===== config.mk =====
export PLATFORM = sky130hd
export DESIGN_NAME = i2c_addr_target
export DESIGN_NICKNAME = d
export VERILOG_FILES = /design/src/rtl/i2c_tgt_pkg.sv /design/src/rtl/i2c_tgt_sync.sv /design/src/rtl/i2c_tgt_engine.sv /design/src/rtl/i2c_tgt_status.sv /design/src/rtl/i2c_addr_target.sv
export SDC_FILE = /design/constraint.sdc
export NUM_CORES = 1
export LEC_CHECK = 0
export ABC_AREA = 1
export CORE_MARGIN = 1.5
export CORE_UTILIZATION = 49
export DETAILED_ROUTE_END_ITERATION = 16
export HOLD_SLACK_MARGIN = 0.02
export PLACE_DENSITY = 0.76
export SKIP_LAST_GASP = 1
export SLEW_MARGIN = 10
export SYNTH_ARGS = -nofsm -noshare
export SYNTH_HDL_FRONTEND = slang
export SYNTH_SLANG_ARGS = --single-unit
export TNS_END_PERCENT = 5

===== constraint.sdc =====
create_clock -name clk -period 1.55 [get_ports clk]
set_clock_uncertainty 0.1 [all_clocks]
set_input_delay 0.31 -clock clk [delete_from_list [all_inputs] [get_ports clk]]
set_output_delay 0.31 -clock clk [all_outputs]
set_load 0.02 [all_outputs]

===== src/rtl/i2c_tgt_pkg.sv =====
package i2c_tgt_pkg;
  localparam int ADDR_W = 7;
  localparam int BYTE_W = ADDR_W + 1;

  typedef enum logic [2:0] {
    ST_IDLE, ST_ADDR, ST_AACK, ST_RX, ST_RACK, ST_TX, ST_TACK
  } tgt_state_e;

  // Address comparison: own address, or all zeros when general call is enabled
  function automatic logic addr_hit(input logic [ADDR_W-1:0] got,
                                    input logic [ADDR_W-1:0] own,
                                    input logic              gc_en);
    return (got == own) || (gc_en && (got == '0));
  endfunction
endpackage


===== src/rtl/i2c_tgt_sync.sv =====
module i2c_tgt_sync #(
  parameter int STAGES = 2
) (
  input  logic clk,
  input  logic rst_n,
  input  logic scl_i,
  input  logic sda_i,
  output logic scl_s,
  output logic sda_s,
  output logic scl_rise,
  output logic scl_fall,
  output logic start_det,
  output logic stop_det
);
  logic [STAGES-1:0] scl_pipe, sda_pipe;
  logic scl_d, sda_d;

  always_ff @(posedge clk or negedge rst_n) begin
    if (!rst_n) begin
      scl_pipe <= '1;
      sda_pipe <= '1;
      scl_d    <= 1'b1;
      sda_d    <= 1'b1;
    end else begin
      scl_pipe <= {scl_pipe[STAGES-2:0], scl_i};
      sda_pipe <= {sda_pipe[STAGES-2:0], sda_i};
      scl_d    <= scl_pipe[STAGES-1];
      sda_d    <= sda_pipe[STAGES-1];
    end
  end

  assign scl_s     = scl_pipe[STAGES-1];
  assign sda_s     = sda_pipe[STAGES-1];
  assign scl_rise  = scl_s & ~scl_d;
  assign scl_fall  = ~scl_s & scl_d;
  assign start_det = scl_s & scl_d & sda_d & ~sda_s;
  assign stop_det  = scl_s & scl_d & ~sda_d & sda_s;
endmodule


===== src/rtl/i2c_tgt_engine.sv =====
module i2c_tgt_engine
  import i2c_tgt_pkg::*;
#(
  parameter int AW = ADDR_W,
  parameter int BW = BYTE_W
) (
  input  logic          clk,
  input  logic          rst_n,
  input  logic          scl_s,
  input  logic          sda_s,
  input  logic          scl_rise,
  input  logic          scl_fall,
  input  logic          start_det,
  input  logic          stop_det,
  input  logic [AW-1:0] own_addr,
  input  logic          gc_en,
  input  logic          clk_release,
  input  logic          buf_full,
  input  logic          tx_load,
  input  logic [BW-1:0] tx_data,
  output logic          sda_oe,
  output logic          scl_oe,
  output logic          ev_addr,
  output logic          addr_rw,
  output logic          ev_rx,
  output logic [BW-1:0] rx_byte,
  output logic          ev_tx_end,
  output logic          ev_mnack
);
  localparam int CNT_W = $clog2(BW + 1);
  localparam logic [CNT_W-1:0] LAST = CNT_W'(BW - 1);
  localparam logic [CNT_W-1:0] FULL = CNT_W'(BW);

  tgt_state_e       state;
  logic [CNT_W-1:0] cnt;
  logic [BW-1:0]    sh, tx_hold;
  logic             sda_oe_q, scl_oe_q, ack_ok, rw_q, tx_wait, tx_pend, mnack;
  logic             last_rise, engaged, consume;

  assign rx_byte   = {sh[BW-2:0], sda_s};
  assign last_rise = scl_rise && (cnt == LAST);
  assign ev_addr   = (state == ST_ADDR) && last_rise && addr_hit(sh[BW-2:0], own_addr, gc_en);
  assign addr_rw   = sda_s;
  assign ev_rx     = (state == ST_RX) && last_rise;
  assign ev_tx_end = (state == ST_TACK) && scl_rise;
  assign ev_mnack  = ev_tx_end && sda_s;
  assign engaged   = state inside {ST_AACK, ST_RX, ST_RACK, ST_TX, ST_TACK};
  assign consume   = (state == ST_TX) && tx_wait && tx_pend && !start_det && !stop_det;

  always_ff @(posedge clk or negedge rst_n) begin
    if (!rst_n) begin
      tx_pend <= 1'b0;
      tx_hold <= '0;
    end else if (tx_load) begin
      tx_pend <= 1'b1;
      tx_hold <= tx_data;
    end else if (consume) begin
      tx_pend <= 1'b0;
    end
  end

  always_ff @(posedge clk or negedge rst_n) begin
    if (!rst_n) begin
      state <= ST_IDLE; cnt <= '0; sh <= '0; sda_oe_q <= 1'b0;
      ack_ok <= 1'b0; rw_q <= 1'b0; tx_wait <= 1'b0; mnack <= 1'b0;
    end else if (start_det) begin
      state <= ST_ADDR; cnt <= '0; sda_oe_q <= 1'b0; tx_wait <= 1'b0;
    end else if (stop_det) begin
      state <= ST_IDLE; sda_oe_q <= 1'b0; tx_wait <= 1'b0;
    end else begin
      case (state)
        ST_ADDR: begin
          if (scl_rise) begin sh <= rx_byte; cnt <= cnt + 1'b1; end
          if (ev_addr) begin ack_ok <= 1'b1; rw_q <= sda_s; end
          else if (last_rise) ack_ok <= 1'b0;
          if (scl_fall && cnt == FULL) begin
            if (ack_ok) begin state <= ST_AACK; sda_oe_q <= 1'b1; end
            else state <= ST_IDLE;
          end
        end
        ST_AACK: if (scl_fall) begin
          sda_oe_q <= 1'b0; cnt <= '0; tx_wait <= rw_q;
          state <= rw_q ? ST_TX : ST_RX;
        end
        ST_RX: begin
          if (scl_rise) begin sh <= rx_byte; cnt <= cnt + 1'b1; end
          if (ev_rx) ack_ok <= !buf_full;
          if (scl_fall && cnt == FULL) begin state <= ST_RACK; sda_oe_q <= ack_ok; end
        end
        ST_RACK: if (scl_fall) begin sda_oe_q <= 1'b0; cnt <= '0; state <= ST_RX; end
        ST_TX: begin
          if (tx_wait) begin
            if (consume) begin sh <= tx_hold; sda_oe_q <= ~tx_hold[BW-1]; tx_wait <= 1'b0; end
          end else begin
            if (scl_rise) cnt <= cnt + 1'b1;
            if (scl_fall) begin
              if (cnt == FULL) begin sda_oe_q <= 1'b0; state <= ST_TACK; end
              else begin sh <= {sh[BW-2:0], 1'b0}; sda_oe_q <= ~sh[BW-2]; end
            end
          end
        end
        ST_TACK: begin
          if (scl_rise) mnack <= sda_s;
          if (scl_fall) begin
            cnt <= '0;
            if (mnack) state <= ST_IDLE;
            else begin state <= ST_TX; tx_wait <= 1'b1; end
          end
        end
        default: ;
      endcase
    end
  end

  always_ff @(posedge clk or negedge rst_n) begin
    if (!rst_n) scl_oe_q <= 1'b0;
    else scl_oe_q <= engaged && !scl_s && !start_det && !stop_det &&
                     (!clk_release || ((state == ST_TX) && tx_wait && !tx_pend));
  end

  assign sda_oe = sda_oe_q;
  assign scl_oe = scl_oe_q;


  tx_steady_chk: assert property (@(posedge clk) disable iff (!rst_n)
    ((state == ST_TX) && scl_s && $past(scl_s)) |-> $stable(sda_oe_q));


  ack_low_chk: assert property (@(posedge clk) disable iff (!rst_n)
    $rose(sda_oe_q) |-> !scl_s);
endmodule


===== src/rtl/i2c_tgt_status.sv =====
module i2c_tgt_status
  import i2c_tgt_pkg::*;
#(
  parameter int BW = BYTE_W
) (
  input  logic          clk,
  input  logic          rst_n,
  input  logic          start_det,
  input  logic          stop_det,
  input  logic          ev_addr,
  input  logic          addr_rw,
  input  logic          ev_rx,
  input  logic [BW-1:0] rx_byte,
  input  logic          ev_tx_end,
  input  logic          ev_mnack,
  input  logic          rd_strobe,
  input  logic          ovf_clr,
  output logic [BW-1:0] rx_data,
  output logic          buf_full,
  output logic          buf_ovf,
  output logic          st_data,
  output logic          st_start,
  output logic          st_stop,
  output logic          st_rw,
  output logic          evt
);
  logic take, spill;
  assign take  = ev_rx && !buf_full;
  assign spill = ev_rx && buf_full;

  always_ff @(posedge clk or negedge rst_n) begin
    if (!rst_n) begin
      rx_data <= '0; buf_full <= 1'b0; buf_ovf <= 1'b0; st_data <= 1'b0;
      st_start <= 1'b0; st_stop <= 1'b0; st_rw <= 1'b0; evt <= 1'b0;
    end else begin
      evt <= ev_addr | ev_rx | ev_tx_end;
      if (take) begin rx_data <= rx_byte; buf_full <= 1'b1; end
      else if (rd_strobe) buf_full <= 1'b0;
      if (spill) buf_ovf <= 1'b1;
      else if (ovf_clr) buf_ovf <= 1'b0;
      if (ev_addr) st_data <= 1'b0;
      else if (ev_rx || ev_tx_end) st_data <= 1'b1;
      if (start_det) begin st_start <= 1'b1; st_stop <= 1'b0; end
      else if (stop_det) begin st_stop <= 1'b1; st_start <= 1'b0; end
      if (start_det || stop_det || ev_mnack) st_rw <= 1'b0;
      else if (ev_addr) st_rw <= addr_rw;
    end
  end


  ovf_sticky_chk: assert property (@(posedge clk) disable iff (!rst_n)
    (buf_ovf && !ovf_clr) |=> buf_ovf);


  held_byte_chk: assert property (@(posedge clk) disable iff (!rst_n)
    (buf_full && !rd_strobe) |=> $stable(rx_data));


  cond_excl_chk: assert property (@(posedge clk) disable iff (!rst_n)
    !(st_start && st_stop));


  rw_stop_chk: assert property (@(posedge clk) disable iff (!rst_n)
    stop_det |=> !st_rw);
endmodule


===== src/rtl/i2c_addr_target.sv =====
module i2c_addr_target
  import i2c_tgt_pkg::*;
#(
  parameter int SYNC_STAGES = 2,
  parameter int AW          = ADDR_W,
  parameter int BW          = AW + 1
) (
  input  logic          clk,
  input  logic          rst_n,
  input  logic          scl_i,
  input  logic          sda_i,
  output logic          scl_oe,
  output logic          sda_oe,
  input  logic [AW-1:0] own_addr,
  input  logic          gc_en,
  input  logic          clk_release,
  input  logic          tx_load,
  input  logic [BW-1:0] tx_data,
  input  logic          rd_strobe,
  input  logic          ovf_clr,
  output logic [BW-1:0] rx_data,
  output logic          buf_full,
  output logic          buf_ovf,
  output logic          st_data,
  output logic          st_start,
  output logic          st_stop,
  output logic          st_rw,
  output logic          evt
);
  logic scl_s, sda_s, scl_rise, scl_fall, start_det, stop_det;
  logic ev_addr, addr_rw, ev_rx, ev_tx_end, ev_mnack;
  logic [BW-1:0] rx_byte;

  i2c_tgt_sync #(.STAGES(SYNC_STAGES)) u_sync (
    .clk(clk), .rst_n(rst_n), .scl_i(scl_i), .sda_i(sda_i),
    .scl_s(scl_s), .sda_s(sda_s), .scl_rise(scl_rise), .scl_fall(scl_fall),
    .start_det(start_det), .stop_det(stop_det)
  );

  i2c_tgt_engine #(.AW(AW), .BW(BW)) u_engine (
    .clk(clk), .rst_n(rst_n), .scl_s(scl_s), .sda_s(sda_s),
    .scl_rise(scl_rise), .scl_fall(scl_fall), .start_det(start_det), .stop_det(stop_det),
    .own_addr(own_addr), .gc_en(gc_en), .clk_release(clk_release), .buf_full(buf_full),
    .tx_load(tx_load), .tx_data(tx_data), .sda_oe(sda_oe), .scl_oe(scl_oe),
    .ev_addr(ev_addr), .addr_rw(addr_rw), .ev_rx(ev_rx), .rx_byte(rx_byte),
    .ev_tx_end(ev_tx_end), .ev_mnack(ev_mnack)
  );

  i2c_tgt_status #(.BW(BW)) u_status (
    .clk(clk), .rst_n(rst_n), .start_det(start_det), .stop_det(stop_det),
    .ev_addr(ev_addr), .addr_rw(addr_rw), .ev_rx(ev_rx), .rx_byte(rx_byte),
    .ev_tx_end(ev_tx_end), .ev_mnack(ev_mnack), .rd_strobe(rd_strobe), .ovf_clr(ovf_clr),
    .rx_data(rx_data), .buf_full(buf_full), .buf_ovf(buf_ovf), .st_data(st_data),
    .st_start(st_start), .st_stop(st_stop), .st_rw(st_rw), .evt(evt)
  );
endmodule


Word level (Yosys, flattened, before mapping) --
Cells that the tools add are included.
Word-level totals: register bits after elaboration 50, bits of input ports 24, output and inout port bits 17
Operators by class: add/subtract/negate cells 1, eq/ne operators 31, mux-type cells 63, bitwise logic cells 17, reduce and logical (&&, ||, !) cells 55
Operator list (number):
- $mux W3 | 12
- $mux W7 | 5
- $mux W1 | 34
- $ne A4 B1 Y1 const B | 7
- $mux W4 | 5
- $logic_and A1 B1 Y1 | 19
- $pmux W3 S6 | 1
- $ne A4 B2 Y1 const B | 4
- $reduce_and A4 Y1 | 4
- $reduce_bool A2 Y1 | 8
- $pmux W7 S2 | 1
- $reduce_and A7 Y1 | 2
- $pmux W4 S3 | 1
- $reduce_bool A5 Y1 | 2
- $eq A3 B3 Y1 const B | 3
- $ne A3 B1 Y1 const B | 3
- $reduce_and A9 Y1 | 1
- $not A1 Y1 | 8
- $reduce_bool A8 Y1 | 1
- $and A1 B1 Y1 | 7
- $eq A7 B7 Y1 | 1
- $logic_not A7 Y1 | 1
- $eq A3 B2 Y1 const B | 2
- $logic_not A1 Y1 | 6
- 20 further kinds | 29

Depth between registers and ports, before layout --
Gate-level depths: netlist (run 1).
depth in word-level cells 11, gate-level depth with buffers 11, gate-level depth less buffers 11

Cells and area by module --
From an unflattened synthesis (run 1), not the netlist that was laid out.
Second synthesis, totals: cells, all modules 369, area total of the unflattened synthesis 2728.9 um^2
Modules (own cells, without submodules):
- i2c_tgt_engine | times used 1, cells each 288, area an instance 1953.1 um^2, seq. area each 725.7 um^2
- i2c_tgt_status | times used 1, cells each 64, area an instance 576.8 um^2, seq. area each 375.4 um^2
- i2c_tgt_sync | times used 1, cells each 17, area an instance 198.9 um^2, seq. area each 157.7 um^2

Worst setup path before layout (run 1) --
Ideal clock, no wire load.
path kind register -> register, start point register u_engine.cnt[0], end point register u_engine.state[0], setup time 0.117 ns, arrival time 1.339 ns, data required time 1.333 ns, path slack -0.005 ns, stages on the path, launching flop included 12, period minus slack after synthesis 1.555 ns, cell sequence dfrtp_1 -> inv_1 -> ha_1 -> nand2_1 -> nor2_1 -> inv_1 -> nand2_1 -> a21oi_1 -> nor2_2 -> nand2_1 -> nand2_1 -> nand2_1
Between the ends: cells in the longest elaborated chain, start to end 4
Ends and longest elaborated chain:
- from (decl) | RTL line i2c_tgt_engine.sv:35 | logic [CNT_W-1:0] cnt;
- from (signal assigned) | RTL line i2c_tgt_engine.sv:73 | if (scl_rise) begin sh <= rx_byte; cnt <= cnt + 1'b1; end
- from (signal assigned) | RTL line i2c_tgt_engine.sv:86 | if (scl_rise) begin sh <= rx_byte; cnt <= cnt + 1'b1; end
- from (signal assigned) | RTL line i2c_tgt_engine.sv:95 | if (scl_rise) cnt <= cnt + 1'b1;
- $eq A4 B4 Y1 (*) | RTL line i2c_tgt_engine.sv:76, i2c_tgt_engine.sv:88, i2c_tgt_engine.sv:97
- $logic_and A1 B1 Y1 | RTL line i2c_tgt_engine.sv:76, i2c_tgt_engine.sv:88
- $ne A4 B2 Y1 (no line)
- $reduce_and A9 Y1 (no line) (*)
- to (signal assigned) | RTL line i2c_tgt_engine.sv:83 | state <= rw_q ? ST_TX : ST_RX;
- to (decl) | RTL line i2c_tgt_engine.sv:34 | tgt_state_e state;
Mark *: on every way between the ends. The rest lies on a longest branch, timed or not. A chain may end at the register's enable or synchronous reset.

Worst setup path in the final report (run 1) --
start point register u_status.st_rw, end point output st_rw
RTL lines:
- from (decl) | RTL line i2c_tgt_status.sv:24 | output logic st_rw,
- from (signal assigned) | RTL line i2c_tgt_status.sv:46 | else if (ev_addr) st_rw <= addr_rw;
- to (decl) | RTL line i2c_addr_target.sv:27 | output logic st_rw,
No word-level cell between the ends.

==> impl_metrics.ini, run 1 <==
[die]
num_io_pins = 41
die_area_sq_um = 6040
start_util_pct = 50.3
std_cell_rows = 27
fp.dieH_microns = 77.7
core_sq_um = 5440
dieWidth_microns = 77.7

[yosys]
syn_inst = 357
synth_area_leaders = dfrtp_1 (40%), nand2_1 (17%), dfstp_2 (5.8%)
ys_types = 36
synthesis.area_sq_um = 2740
syn_area_per_cell_sq_um = 7.66
yosysTopAreaCellShare_pct = 40.3
synthFlopType = dfrtp_1
yosysWarnings = 0
async_reset_ff_share_pct = 100
yosysSeqAreaShare_pct = 46.0
synth_seq_cells = 50
yosysTopAreaCell = dfrtp_1
syn-num-nets = 384
synth_edf_count = 0

[clock_tree]
clkSlewWorstSetupHoldPaths_ns = 0.09
cts_buffer_depth = 2
htree_levels = 2
clk_latency_ns = 0.31
cts_tree = yes
cts_buffers = 5
cts-root-buf = clkbuf_8
clock-sinks = 50

[final_layout]
final_nets = 468
stdcell_area_sq_um = 3730
fin_util_pct = 68.6
area_delta_synth_final_pct = 36.4
drive_above_1_share_pct = 25.2
instances_no_fill = 513
insertedDiodeCount = 0

[critical_path]
critical_path_class = reg -> out
max_stage_delay_ns = 0.62
path_delay_family = buffers and inverters
cp_cell_sequence = clkdlybuf4s50_1
cp.required_ns = 1.14
crit_slowest_cell = clkdlybuf4s50_1
cp_num_buf_inv = 1
r2r_slack_ns = -0.14
critPathArrivalTime_ns = 1.30
cp-start-kind = flip-flop
cp_max_fo = 2
endpoint_kind = primary output

[placed_design]
placement.io_buffers = 40
placed_area_sq_um = 3480
gp_congestion = 0.885
dp_hpwl_microns = 4740
dp.cells = 498

[pwr]
p_leak_nw = 1.90
ir_drop_v = 0.000806
p_per_area_nw_per_um2 = 1410

[routing]
drcViolationCount = 0
via_per_inst = 5.00
drt_first_pass_iters = 4
wl_per_cell_microns = 12.2
wl_microns = 6240
drtAntennaViolNets = 0
vias = 2564
drtIter0Drc = 107

[global_route]
track_usage_pct = 22.8
grt_max_degree = 41
grt_pass1_vias = 2430
grt_pass1_wl_microns = 10900
grt_overflow = 0
antenna_found_initial = 0

[flow_run]
maxCapViolations = 0

[sta]
hold_viol = 0
setup_viol = 44
worst_slew_pin_slew_ns = 0.311
post-route-min-period_ns = 1.71
fmax_mhz = 583
rsz0062_at_grt = yes
fin_crit_sh_pct = 111
setup_ws_ns = -0.165
max_slew_margin_pct = 79.0
drv_slew = 0

[run_status]
violations = setup timing
outcome = finished, violations left

[hold_path]
hold_class = reg -> reg
-- registers in the layout (all words and copies together) (netlist names), 2 cells and up --
register,count
u_status.rx_data,8
u_engine.sh,7
u_engine.tx_hold,8
u_sync.scl_pipe,2
u_sync.sda_pipe,2
u_engine.state,3
u_engine.cnt,4
-- kinds of logic (layout without fill, tap and decap cells) --
kind of cell | Yosys count | count (layout) | share of synthesized area (%)
AND/OR/NAND/NOR | 198 | 198 | 31.7
buffers and inverters | 52 | 136 | 8.69
XOR/XNOR | 2 | 2 | 0.641
adder cells (fa/ha/maj) | 3 | 3 | 1.37
flip-flops | 50 | 50 | 46.0
AO/OA/AOI/OAI | 52 | 52 | 11.6
-- layer usage --
layer	share of wire (%)	track usage, %	vias to the layer above
li1	-	-	1306
met4	2.1	8.18	0
met3	3.9	4.71	12
met2	48	35.9	54
met1	46	31.1	1192
met5	0	0	-
-- through the flow --
stage	setup WS (ns)	setup TNS, ns	hold slack, ns	total power, mW
2_1_floorplan	0.0156	0	-0.0856	3.52
5_1_grt	-0.221	-7.77	0.266	5.68
6_report	-0.165	-3.86	0.262	5.24
4_1_cts	-0.168	-4.70	0.265	5.07
3_3_place_gp	-0.211	-2.16	0.112	4.23
3_5_place_dp	-0.270	-3.02	0.114	4.29
-- synthesized netlist by cell type (2+ instances only) --
library cell  instances
nor2_2                5
o21ai_0              19
nand2_2              11
ha_1                  3
nor3_1                3
o21ai_1              10
nand4_1               5
inv_1                39
nand3_1              20
dfrtp_1              44
o21ai_2               8
nand2_1             122
nor2_1               27
dfstp_2               6
a22oi_1               2
buf_6                 4
nand3_2               2
a21oi_1               6
inv_2                 4
-- cell usage in the layout, fill, tap and decap left out, types with 2 or more instances in the layout --
cell	synthesis	routed
a21oi_1	6	5
buf_12	0	5
buf_4	1	37
clkbuf_8	0	5
clkdlybuf4s50_1	0	37
dfrtp_1	44	42
dfrtp_2	0	2
dfstp_2	6	6
ha_1	3	3
inv_1	39	36
inv_2	4	6
inv_4	1	2
nand2_1	122	118
nand2_2	11	13
nand2_4	1	3
nand3_1	20	18
nand3_2	2	3
nand3_4	1	2
nand4_1	5	5
nor2_1	27	23
nor2_2	5	6
nor2_4	1	4
nor3_1	3	2
o21ai_0	19	19
o21ai_1	10	9
o21ai_2	8	9
-- power breakdown --
part           leakage, nW  total (mW)  switching [mW]  internal [mW]
Sequential           0.629        1.82           0.255           1.56
Clock               0.0373       0.736           0.426          0.310
Combinational         1.23        2.69            1.50           1.19
-- timing repair --
item                       in CTS  in global routing
hold buffers                    1                  0
pin swaps                       9                  6
gates resized for setup        17                 12
setup endpoints to repair      47                 50
setup buffers                   4                  3
hold endpoints to repair       10                  0
-- final timing paths --
path | from | endpoint | depth (start not counted)
max reg2reg | u_sync.scl_pipe[1] | u_engine.state[2] | 10
max in group asynchronous | rst_n | u_sync.scl_pipe[1] | 3
min | u_sync.sda_pipe[0] | u_sync.sda_pipe[1] | 0
min in group asynchronous | rst_n | u_engine.cnt[1] | 2
min reg2reg | u_sync.sda_pipe[0] | u_sync.sda_pipe[1] | 0
max | u_status.st_rw | st_rw | 1
-- layout make-up --
cell class / count / area (sq um)
fillers: 444 / 1710
multi-input cells: 255 / 1330
flip-flops and latches: 50 / 1260
repair buffers: 84 / 796
inverters: 45 / 179
well taps: 72 / 90.1
clock buffers: 6 / 72.6
clock inverters: 1 / 7.51
-- worst register-to-register path, delay by kind of cell, from the launching register on --
kind | cells | cell delay [ns]
DFF | 1 | 0.59
and+or+nand+nor | 7 | 0.58
buffers and inverters | 3 | 0.35
(Power assumes the default switching activity.)
==> run 2: changes to the inputs <==
--- a/config.mk
+++ b/config.mk
@@ -9,7 +9,6 @@
 export CORE_MARGIN = 1.5
 export CORE_UTILIZATION = 49
 export DETAILED_ROUTE_END_ITERATION = 16
-export HOLD_SLACK_MARGIN = 0.02
 export PLACE_DENSITY = 0.76
 export SKIP_LAST_GASP = 1
 export SLEW_MARGIN = 10
==> results of run 2 <==
No change in the layout: final DEF, timing and power equal those of run 1.
